$ cat config.mk
export PLATFORM = sky130hd
export DESIGN_NAME = uart_irq_unit
export DESIGN_NICKNAME = d
export VERILOG_FILES = /design/src/rtl/uart_irq_pkg.sv /design/src/rtl/uart_irq_ctrl.sv /design/src/rtl/uart_irq_datapath.sv /design/src/rtl/uart_irq_unit.sv
export SDC_FILE = /design/constraint.sdc
export NUM_CORES = 1
export LEC_CHECK = 0
export ABC_AREA = 1
export BUFFER_PORTS_ARGS = -buffer_cell sky130_fd_sc_hd__buf_2
export CORE_MARGIN = 5
export CORE_UTILIZATION = 57
export CTS_BUF_LIST = sky130_fd_sc_hd__clkbuf_8
export CTS_CLUSTER_DIAMETER = 80
export DETAILED_ROUTE_END_ITERATION = 12
export PLACE_DENSITY = 0.87
export SETUP_SLACK_MARGIN = 0.1
export SLEW_MARGIN = 20
export SYNTH_ARGS = -nofsm -noshare
export SYNTH_HDL_FRONTEND = slang
export SYNTH_SLANG_ARGS = --single-unit
$ cat constraint.sdc
create_clock -name clk -period 1.51 [get_ports clk]
set_input_delay 0.2265 -clock clk [delete_from_list [all_inputs] [get_ports clk]]
set_output_delay 0.2265 -clock clk [all_outputs]
set_load 0.02 [all_outputs]
$ cat src/rtl/uart_irq_pkg.sv
package uart_irq_pkg;

  typedef struct packed {
    logic wrMask;
    logic wrVec;
    logic rdChg;
    logic stopCnt;
    logic rstBrk;
  } ctrlStrb_t;

  typedef enum logic [1:0] {
    RD_NONE   = 2'd0,
    RD_STATUS = 2'd1,
    RD_CHG    = 2'd2,
    RD_VEC    = 2'd3
  } rdSel_e;

  localparam int unsigned DATA_W = 8;

endpackage

$ cat src/rtl/uart_irq_ctrl.sv
module uart_irq_ctrl
  import uart_irq_pkg::*;
#(
  parameter int unsigned ADDR_W = 4,
  parameter logic [ADDR_W-1:0] ADDR_STAT = 'h5,
  parameter logic [ADDR_W-1:0] ADDR_CHG  = 'h4,
  parameter logic [ADDR_W-1:0] ADDR_VEC  = 'hC
) (
  input  logic [ADDR_W-1:0] addr,
  input  logic              rdStb,
  input  logic              wrStb,
  input  logic              iackN,
  input  logic              stopCntCmd,
  input  logic              rstBreakCmd,
  output ctrlStrb_t         strb,
  output rdSel_e            rdSel
);

  always_comb begin
    strb.wrMask  = wrStb && (addr == ADDR_STAT);
    strb.wrVec   = wrStb && (addr == ADDR_VEC);
    strb.rdChg   = rdStb && iackN && (addr == ADDR_CHG);
    strb.stopCnt = stopCntCmd;
    strb.rstBrk  = rstBreakCmd;
  end

  always_comb begin
    rdSel = RD_NONE;
    if (!iackN) begin
      rdSel = RD_VEC;
    end else if (rdStb) begin
      if (addr == ADDR_STAT)     rdSel = RD_STATUS;
      else if (addr == ADDR_CHG) rdSel = RD_CHG;
      else if (addr == ADDR_VEC) rdSel = RD_VEC;
    end
  end

endmodule

$ cat src/rtl/uart_irq_datapath.sv
module uart_irq_datapath
  import uart_irq_pkg::*;
#(
  parameter int unsigned NPINS       = 4,
  parameter int unsigned SYNC_STAGES = 2,
  parameter logic [DATA_W-1:0] VEC_RESET = 8'h0F
) (
  input  logic              clk,
  input  logic              rstN,
  input  ctrlStrb_t         strb,
  input  rdSel_e            rdSel,
  input  logic [DATA_W-1:0] wrData,
  input  logic              rxIrq,
  input  logic              txIrq,
  input  logic              breakEdge,
  input  logic              cntZero,
  input  logic              timerMode,
  input  logic [NPINS-1:0]  inPins,
  input  logic [NPINS-1:0]  chgEnable,
  output logic [DATA_W-1:0] rdData,
  output logic [DATA_W-1:0] statusVal,
  output logic [DATA_W-1:0] maskVal,
  output logic              irqN
);

  localparam logic [DATA_W-1:0] MASK_USED = 8'b1000_1111;

  logic [NPINS-1:0] syncQ [SYNC_STAGES];
  logic [NPINS-1:0] syncOut, pinPrevQ, pinEdge, deltaQ;
  logic             chgFlagQ, brkQ, cntFlagQ, phaseQ, cntEvt;
  logic [DATA_W-1:0] maskQ, vecQ;

  always_ff @(posedge clk or negedge rstN) begin
    if (!rstN) syncQ[0] <= '0;
    else       syncQ[0] <= inPins;
  end

  for (genvar s = 1; s < SYNC_STAGES; s++) begin : g_sync
    always_ff @(posedge clk or negedge rstN) begin
      if (!rstN) syncQ[s] <= '0;
      else       syncQ[s] <= syncQ[s-1];
    end
  end

  assign syncOut = syncQ[SYNC_STAGES-1];
  assign pinEdge = syncOut ^ pinPrevQ;

  always_ff @(posedge clk or negedge rstN) begin
    if (!rstN) begin
      pinPrevQ <= '0;
      deltaQ   <= '0;
      chgFlagQ <= 1'b0;
    end else begin
      pinPrevQ <= syncOut;
      deltaQ   <= (strb.rdChg ? '0 : deltaQ) | pinEdge;
      if (|(pinEdge & chgEnable)) chgFlagQ <= 1'b1;
      else if (strb.rdChg)        chgFlagQ <= 1'b0;
    end
  end

  always_ff @(posedge clk or negedge rstN) begin
    if (!rstN)            brkQ <= 1'b0;
    else if (breakEdge)   brkQ <= 1'b1;
    else if (strb.rstBrk) brkQ <= 1'b0;
  end

  assign cntEvt = cntZero && (!timerMode || phaseQ);

  always_ff @(posedge clk or negedge rstN) begin
    if (!rstN) begin
      phaseQ   <= 1'b0;
      cntFlagQ <= 1'b0;
    end else begin
      phaseQ <= timerMode ? (phaseQ ^ cntZero) : 1'b0;
      if (cntEvt)            cntFlagQ <= 1'b1;
      else if (strb.stopCnt) cntFlagQ <= 1'b0;
    end
  end

  always_ff @(posedge clk or negedge rstN) begin
    if (!rstN) begin
      maskQ <= '0;
      vecQ  <= VEC_RESET;
    end else begin
      if (strb.wrMask) maskQ <= wrData & MASK_USED;
      if (strb.wrVec)  vecQ  <= wrData;
    end
  end

  assign statusVal = {chgFlagQ, 3'b000, cntFlagQ, brkQ, rxIrq, txIrq};
  assign maskVal   = maskQ;
  assign irqN      = ~|(statusVal & maskQ);

  always_comb begin
    unique case (rdSel)
      RD_STATUS: rdData = statusVal;
      RD_CHG:    rdData = {deltaQ, syncOut};
      RD_VEC:    rdData = vecQ;
      default:   rdData = '0;
    endcase
  end

endmodule

$ cat src/rtl/uart_irq_unit.sv
module uart_irq_unit
  import uart_irq_pkg::*;
#(
  parameter int unsigned ADDR_W      = 4,
  parameter int unsigned NPINS       = 4,
  parameter int unsigned SYNC_STAGES = 2
) (
  input  logic              clk,
  input  logic              rstN,
  input  logic [ADDR_W-1:0] addr,
  input  logic              rdStb,
  input  logic              wrStb,
  input  logic [7:0]        wrData,
  output logic [7:0]        rdData,
  input  logic              iackN,
  input  logic              rxIrq,
  input  logic              txIrq,
  input  logic              breakEdge,
  input  logic              cntZero,
  input  logic              timerMode,
  input  logic              stopCntCmd,
  input  logic              rstBreakCmd,
  input  logic [NPINS-1:0]  inPins,
  input  logic [NPINS-1:0]  chgEnable,
  output logic              irqN
);

  ctrlStrb_t   strb;
  rdSel_e      rdSel;
  logic [7:0]  statusVal, maskVal;

  uart_irq_ctrl #(.ADDR_W(ADDR_W)) ctrl_i (
    .addr(addr), .rdStb(rdStb), .wrStb(wrStb), .iackN(iackN),
    .stopCntCmd(stopCntCmd), .rstBreakCmd(rstBreakCmd),
    .strb(strb), .rdSel(rdSel)
  );

  uart_irq_datapath #(.NPINS(NPINS), .SYNC_STAGES(SYNC_STAGES)) dp_i (
    .clk(clk), .rstN(rstN), .strb(strb), .rdSel(rdSel), .wrData(wrData),
    .rxIrq(rxIrq), .txIrq(txIrq), .breakEdge(breakEdge), .cntZero(cntZero),
    .timerMode(timerMode), .inPins(inPins), .chgEnable(chgEnable),
    .rdData(rdData), .statusVal(statusVal), .maskVal(maskVal), .irqN(irqN)
  );

endmodule

# [Word level (Yosys, flattened, before mapping)]
# Cells that the tools add are included.
[classes] eq_ne=6 n_mux=14 bitwise=5 reduce_logical=13
[ops] op="8-bit one-hot mux with 3 select lines" n=1
[ops] op="2-bit two-way mux" n=5
[ops] op="8-bit AND" n=1
[ops] op="4-bit by 3-bit == test with 1-bit output (second input constant)" n=2
[ops] op="8-bit OR reduction" n=1
[ops] op="1-bit two-way mux" n=7
[ops] op="2-bit nonzero test" n=3
[ops] op="1-bit logical AND" n=5
[ops] op="4-bit AND" n=1
[ops] op="2-bit == test (second input constant)" n=2
[ops] op="4-bit == test (second input constant)" n=1
[ops] op="4-bit two-way mux" n=1
[ops] op="4-bit bitwise OR" n=1
[ops] op="4-bit OR reduction" n=1
[ops] op="4-bit XOR" n=1
[ops] op="2-bit by 1-bit == test with 1-bit output (second input constant)" n=1
[ops] op="1-bit zero test" n=2
[ops] op="1-bit logical OR" n=1
[ops] op="1-bit XOR" n=1
[word_totals] ff_bits=33 in_bits=32 out_inout_bits=9 word_cells=48

# [Logic depth before layout (Yosys ltp)]
[logic_depth] depth_word=8 ltp_mapped=8

# [By module]
# Synthesis repeated with hierarchy kept, for this count alone.
[hier_totals] hier_cells=168 area_unflattened_um2=1498.9
[by_module_without_submodules] mod="uart_irq_datapath" instances=1 cells_each=147 area_per_inst_um2=1405.1
[by_module_without_submodules] mod="uart_irq_ctrl" instances=1 cells_each=21 area_per_inst_um2=93.8

# [Worst setup path after synthesis]
# Ideal clock, no wire load.
[synth_path] path_type="register -> output" from="register dp_i.cntFlagQ" to="output irqN" arrival_time_ns=1.047 path_slack_ns=0.237 path_stages_with_launch=4 path_buffers=0 path_cell_list="dfrtp_1 nand2_1 nand3_1 a221oi_1"
[synth_via] elab_chain_len=3
[synth_lines] element="start: declaration" line_no="uart_irq_datapath.sv:30" source="logic chgFlagQ, brkQ, cntFlagQ, phaseQ, cntEvt;"
[synth_lines] element="start signal: assignment" line_no="uart_irq_datapath.sv:72" source="cntFlagQ <= 1'b0;"
[synth_lines] element="start signal: assignment" line_no="uart_irq_datapath.sv:75" source="if (cntEvt) cntFlagQ <= 1'b1;"
[synth_lines] element="start signal: assignment" line_no="uart_irq_datapath.sv:76" source="else if (strb.stopCnt) cntFlagQ <= 1'b0;"
[synth_lines] element="8-bit AND" line_no="uart_irq_datapath.sv:92" source="assign irqN = ~|(statusVal & maskQ);"
[synth_lines] element="8-bit OR reduction" line_no="uart_irq_datapath.sv:92"
[synth_lines] element="1-bit zero test" line_no="uart_irq_datapath.sv:92"
[synth_lines] element="end: declaration" line_no="uart_irq_unit.sv:25" source="output logic irqN"
# Every way passes these cells.

# [Worst setup path in the final report]
[layout_path] from="input addr[2]" to="output rdData[6]"
[layout_via] elab_chain_len=8 word_cells_on_any_way=12 classes_between="eq/ne: 6; mux: 6"
[layout_lines] element="start: declaration" line_no="uart_irq_unit.sv:10" source="input logic [ADDR_W-1:0] addr,"
[layout_lines] element="4-bit == test" line_no="uart_irq_ctrl.sv:34" source="else if (addr == ADDR_VEC) rdSel = RD_VEC;"
[layout_lines] element="2-bit two-way mux" line_no="uart_irq_ctrl.sv:34"
[layout_lines] element="2-bit two-way mux" line_no="uart_irq_ctrl.sv:33" source="else if (addr == ADDR_CHG) rdSel = RD_CHG;"
[layout_lines] element="2-bit two-way mux (*)" line_no="uart_irq_ctrl.sv:32" source="if (addr == ADDR_STAT) rdSel = RD_STATUS;"
[layout_lines] element="2-bit two-way mux (*)" line_no="uart_irq_ctrl.sv:31" source="end else if (rdStb) begin"
[layout_lines] element="2-bit two-way mux (*)" line_no="uart_irq_ctrl.sv:29" source="if (!iackN) begin"
[layout_lines] element="2-bit == test or 2-bit by 1-bit == test with 1-bit output (tied branches)" line_no="uart_irq_datapath.sv:95" source="unique case (rdSel)"
[layout_lines] element="8-bit one-hot mux with 3 select lines (*)" line_no="uart_irq_datapath.sv:95"
[layout_lines] element="end: declaration" line_no="uart_irq_unit.sv:14" source="output logic [7:0] rdData,"
# Every way passes the cells marked *; elsewhere a longest branch is shown, timed or not.

==> flow_metrics.tcl <==
set metrics [dict create \
    start_kind "primary input" \
    r2r_slack_ps 450 \
    grt_max_degree 34 \
    p_per_area_nw_per_um2 1110 \
    synth_top_family_by_area "simple AND/OR/NAND/NOR gates" \
    timing.rr.start "dp_i.syncOut[3]$_DFF_PN0_" \
    ir_drop_mv 1.10 \
    firstDrtPassIters 4 \
    drt-initial-drc-count 54 \
    avgSynthCellArea_um2 9.51 \
    synth_compound_area_share_pct 11.0 \
    status "finished, violations left" \
    synthAdderAreaFrac_pct 0 \
    place.gp.congestion 0.916 \
    syn_area_um2 1420 \
    cts_buffers 5 \
    arrival_ps 1230 \
    async_flop_share_pct 100 \
    finalSetupViolCount 0 \
    wl_um 3950 \
    r2r-end "dp_i.chgFlagQ$_DFFE_PN0P_" \
    critPathTopFamily "simple AND/OR/NAND/NOR gates" \
    start_util_pct 58.2 \
    netlist_instances 149 \
    synthTopCellsByArea "dfrtp_1, nand2_1, dfstp_2" \
    vias_per_cell 5.32 \
    htreeDepth 2 \
    synth-edff-count 0 \
    yosysMostFrequentCell "nand2_1" \
    rows 18 \
    synthXorXnorAreaFrac_pct 2.47 \
    synth_seq_cells 33 \
    io_buffers 40 \
    die-area_um2 3580 \
    path_cells "buf_6 -> inv_2 -> nor2_4 -> nand2_2 -> nand2_2 -> nand3_2 -> nand2_4 -> nand2_2 -> o21ai_1 -> buf_4" \
    hold_slack_ps -10.9 \
    synthSimpleGateAreaFrac_pct 21.3 \
    critPathMaxFanout 8 \
    layout-drive-gt1-share_pct 50.5 \
    worstPathRequired_ps 1280 \
    yosys_warnings 0 \
    fp.dieW_um 59.9 \
    overflow 0 \
    ys_types 25 \
    max_clock_freq_mhz 685 \
    cts_max_path_buffers 2 \
    crit_buf_inv 3 \
    yosysTopAreaCellShare_pct 51.2 \
    grt_usage_pct 23.6 \
    fp.dieH_um 59.9 \
    grt_pass1_wl_um 5960 \
    synth.cells.most_frequent "nand2_1, dfrtp_1, inv_1, o21ai_0, nand3_1" \
    syn_to_final_growth_pct 45.8 \
    cts.clk_slew.worst_paths_ps 60 \
    ios 41 \
    clock_skew_ps 4.50 \
    wl_per_cell_um 16.6 \
    cp_slowest_stage_delay_ps 180 \
    violations "negative hold slack" \
    antenna_found_initial 0 \
    finalSetupTns_ps 0 \
    cts_tree "yes" \
    ys.flop_type "dfrtp_1" \
    reg2regPathDepth 5 \
    crit_slowest_cell "nand2_4" \
    max_slew_margin_pct 54.6 \
    drcViolationCount 0 \
    fin_crit_ps 1460 \
    tightest_slew_ps 681 \
    coreArea_um2 2430 \
    clk_latency_ps 280 \
    period_share_pct 96.7 \
    hp-class "primary input to async pin" \
    cp-end-kind "primary output" \
    cts_sinks 33 \
    synthMuxAreaShare_pct 1.06 \
    grt_pass1_vias 1360 \
    hpwl_um 2420 \
    critical_path_class "primary input to primary output" \
    num_vias 1266 \
    antenna_cells 0 \
    power_uw 2280 \
    n_fill_cell 140 \
    max_cap_viol_count 0 \
    leakagePower_uw 0.00107 \
    cpMostUsedCell "nand2_2" \
    ys_seq_area_share_pct 58.7 \
    rsz0062_at_grt "true" \
    finalNetCount 239 \
    syn-num-nets 181 \
    slew_viol_final 0 \
    antenna_left 0 \
    synth.largest_area_cell "dfrtp_1" \
    clockRootBuffer "clkbuf_8" \
    hold_viol 29 \
]
## flip-flops by register name, summed over array words and instances (netlist names)
signal and count:
dp_i.syncQ 4, dp_i.brkQ 1, dp_i.maskVal 5, dp_i.syncOut 4, dp_i.phaseQ 1, dp_i.deltaQ 4, dp_i.chgFlagQ 1, dp_i.vecQ 8
dp_i.pinPrevQ 4, dp_i.cntFlagQ 1
## layer usage
metal	global-route usage, %	vias to the layer above	routed length (um)
li1	-	593	-
met1	25.6	603	1340
met2	42.4	57	2250
met3	5.40	13	233
met4	12.0	0	131
met5	0	-	0
## layout by cell type (no fill, tap or decap)
cell      synthesis  routed
a21boi_4          0       1
a21o_1            1       1
a221oi_2          0       1
buf_12            0       1
buf_2             0      26
buf_4             1      17
buf_6             0       7
buf_8             0       1
clkbuf_8          0       7
clkinv_2          0       1
dfrtp_1          29      29
dfstp_2           4       4
inv_1            19      15
inv_2             0       4
mux2_4            1       1
nand2_1          41      30
nand2_2           1       9
nand2_4           1       4
nand3_2           2      13
nand4_2           1       1
nor2_1            5       3
nor2_2            3       2
nor2_4            0       3
nor3_4            0       1
o21a_1            4       4
o21ai_0          14      12
o21ai_1           1       2
o21ai_2           0       1
o21bai_1          1       1
o221ai_1          1       1
o22ai_1           1       1
xnor2_1           3       3
xor2_1            1       1
## cell families after synthesis
family | count (synthesis)
simple gates | 66
flops | 33
compound gates | 25
buf+inv | 20
xor+xnor | 4
mux | 1
## worst max-delay path by stage
stage	startpoint	endpoint	slack, ps	cells past startpoint
6_report	addr[2]	rdData[6]	50	10
5_1_grt	dp_i.maskVal[2]$_DFFE_PN0P_	irqN	-20	4
4_1_cts	dp_i.maskVal[3]$_DFFE_PN0P_	irqN	80	4
3_5_place_dp	addr[2]	rdData[0]	-8	8
3_3_place_gp	rdStb	rdData[6]	80	8
2_1_floorplan	dp_i.cntFlagQ$_DFFE_PN0P_	irqN	240	3
## cell type report
| cell class | instances | area (um^2) | share of cell area [%] |
|---|---|---|---|
| multi-input combinational | 96 | 653 | 31.6 |
| clock buffer | 7 | 96.3 | 4.66 |
| sequential | 33 | 831 | 40.2 |
| timing repair buffer | 52 | 372 | 18.0 |
| clock inverter | 1 | 5.00 | 0.242 |
| inverter | 19 | 71.3 | 3.45 |
| tap | 30 | 37.5 | 1.82 |
## timing repair
item,4_1_cts,5_1_grt
buffers inserted,5,3
hold buffers,0,0
resized for setup,39,27
pin swaps,12,19
setup endpoints to repair,9,10
## power by group
part | internal (uW) | switching [uW] | total [uW]
combinational | 245 | 256 | 500
clock | 411 | 294 | 705
sequential | 1000 | 73.1 | 1080
## metrics by stage
stage / instance area, um^2 / worst slack (ps) / utilization, % / cells / hold WS [ps]
after floorplan: 1420 / 237 / - / 149 / -69.1
after detailed placement: 1680 / -8.25 / 68.9 / 222 / 308
final: 2070 / 49.2 / 84.9 / 238 / -10.9
after CTS: 1960 / 83.4 / 80.7 / 235 / 11.4
after global routing: 2070 / -15.9 / 84.9 / 238 / 45.0
after global placement: 1680 / 81.8 / 68.9 / 222 / 302
Power figures use the tool's default switching activity.
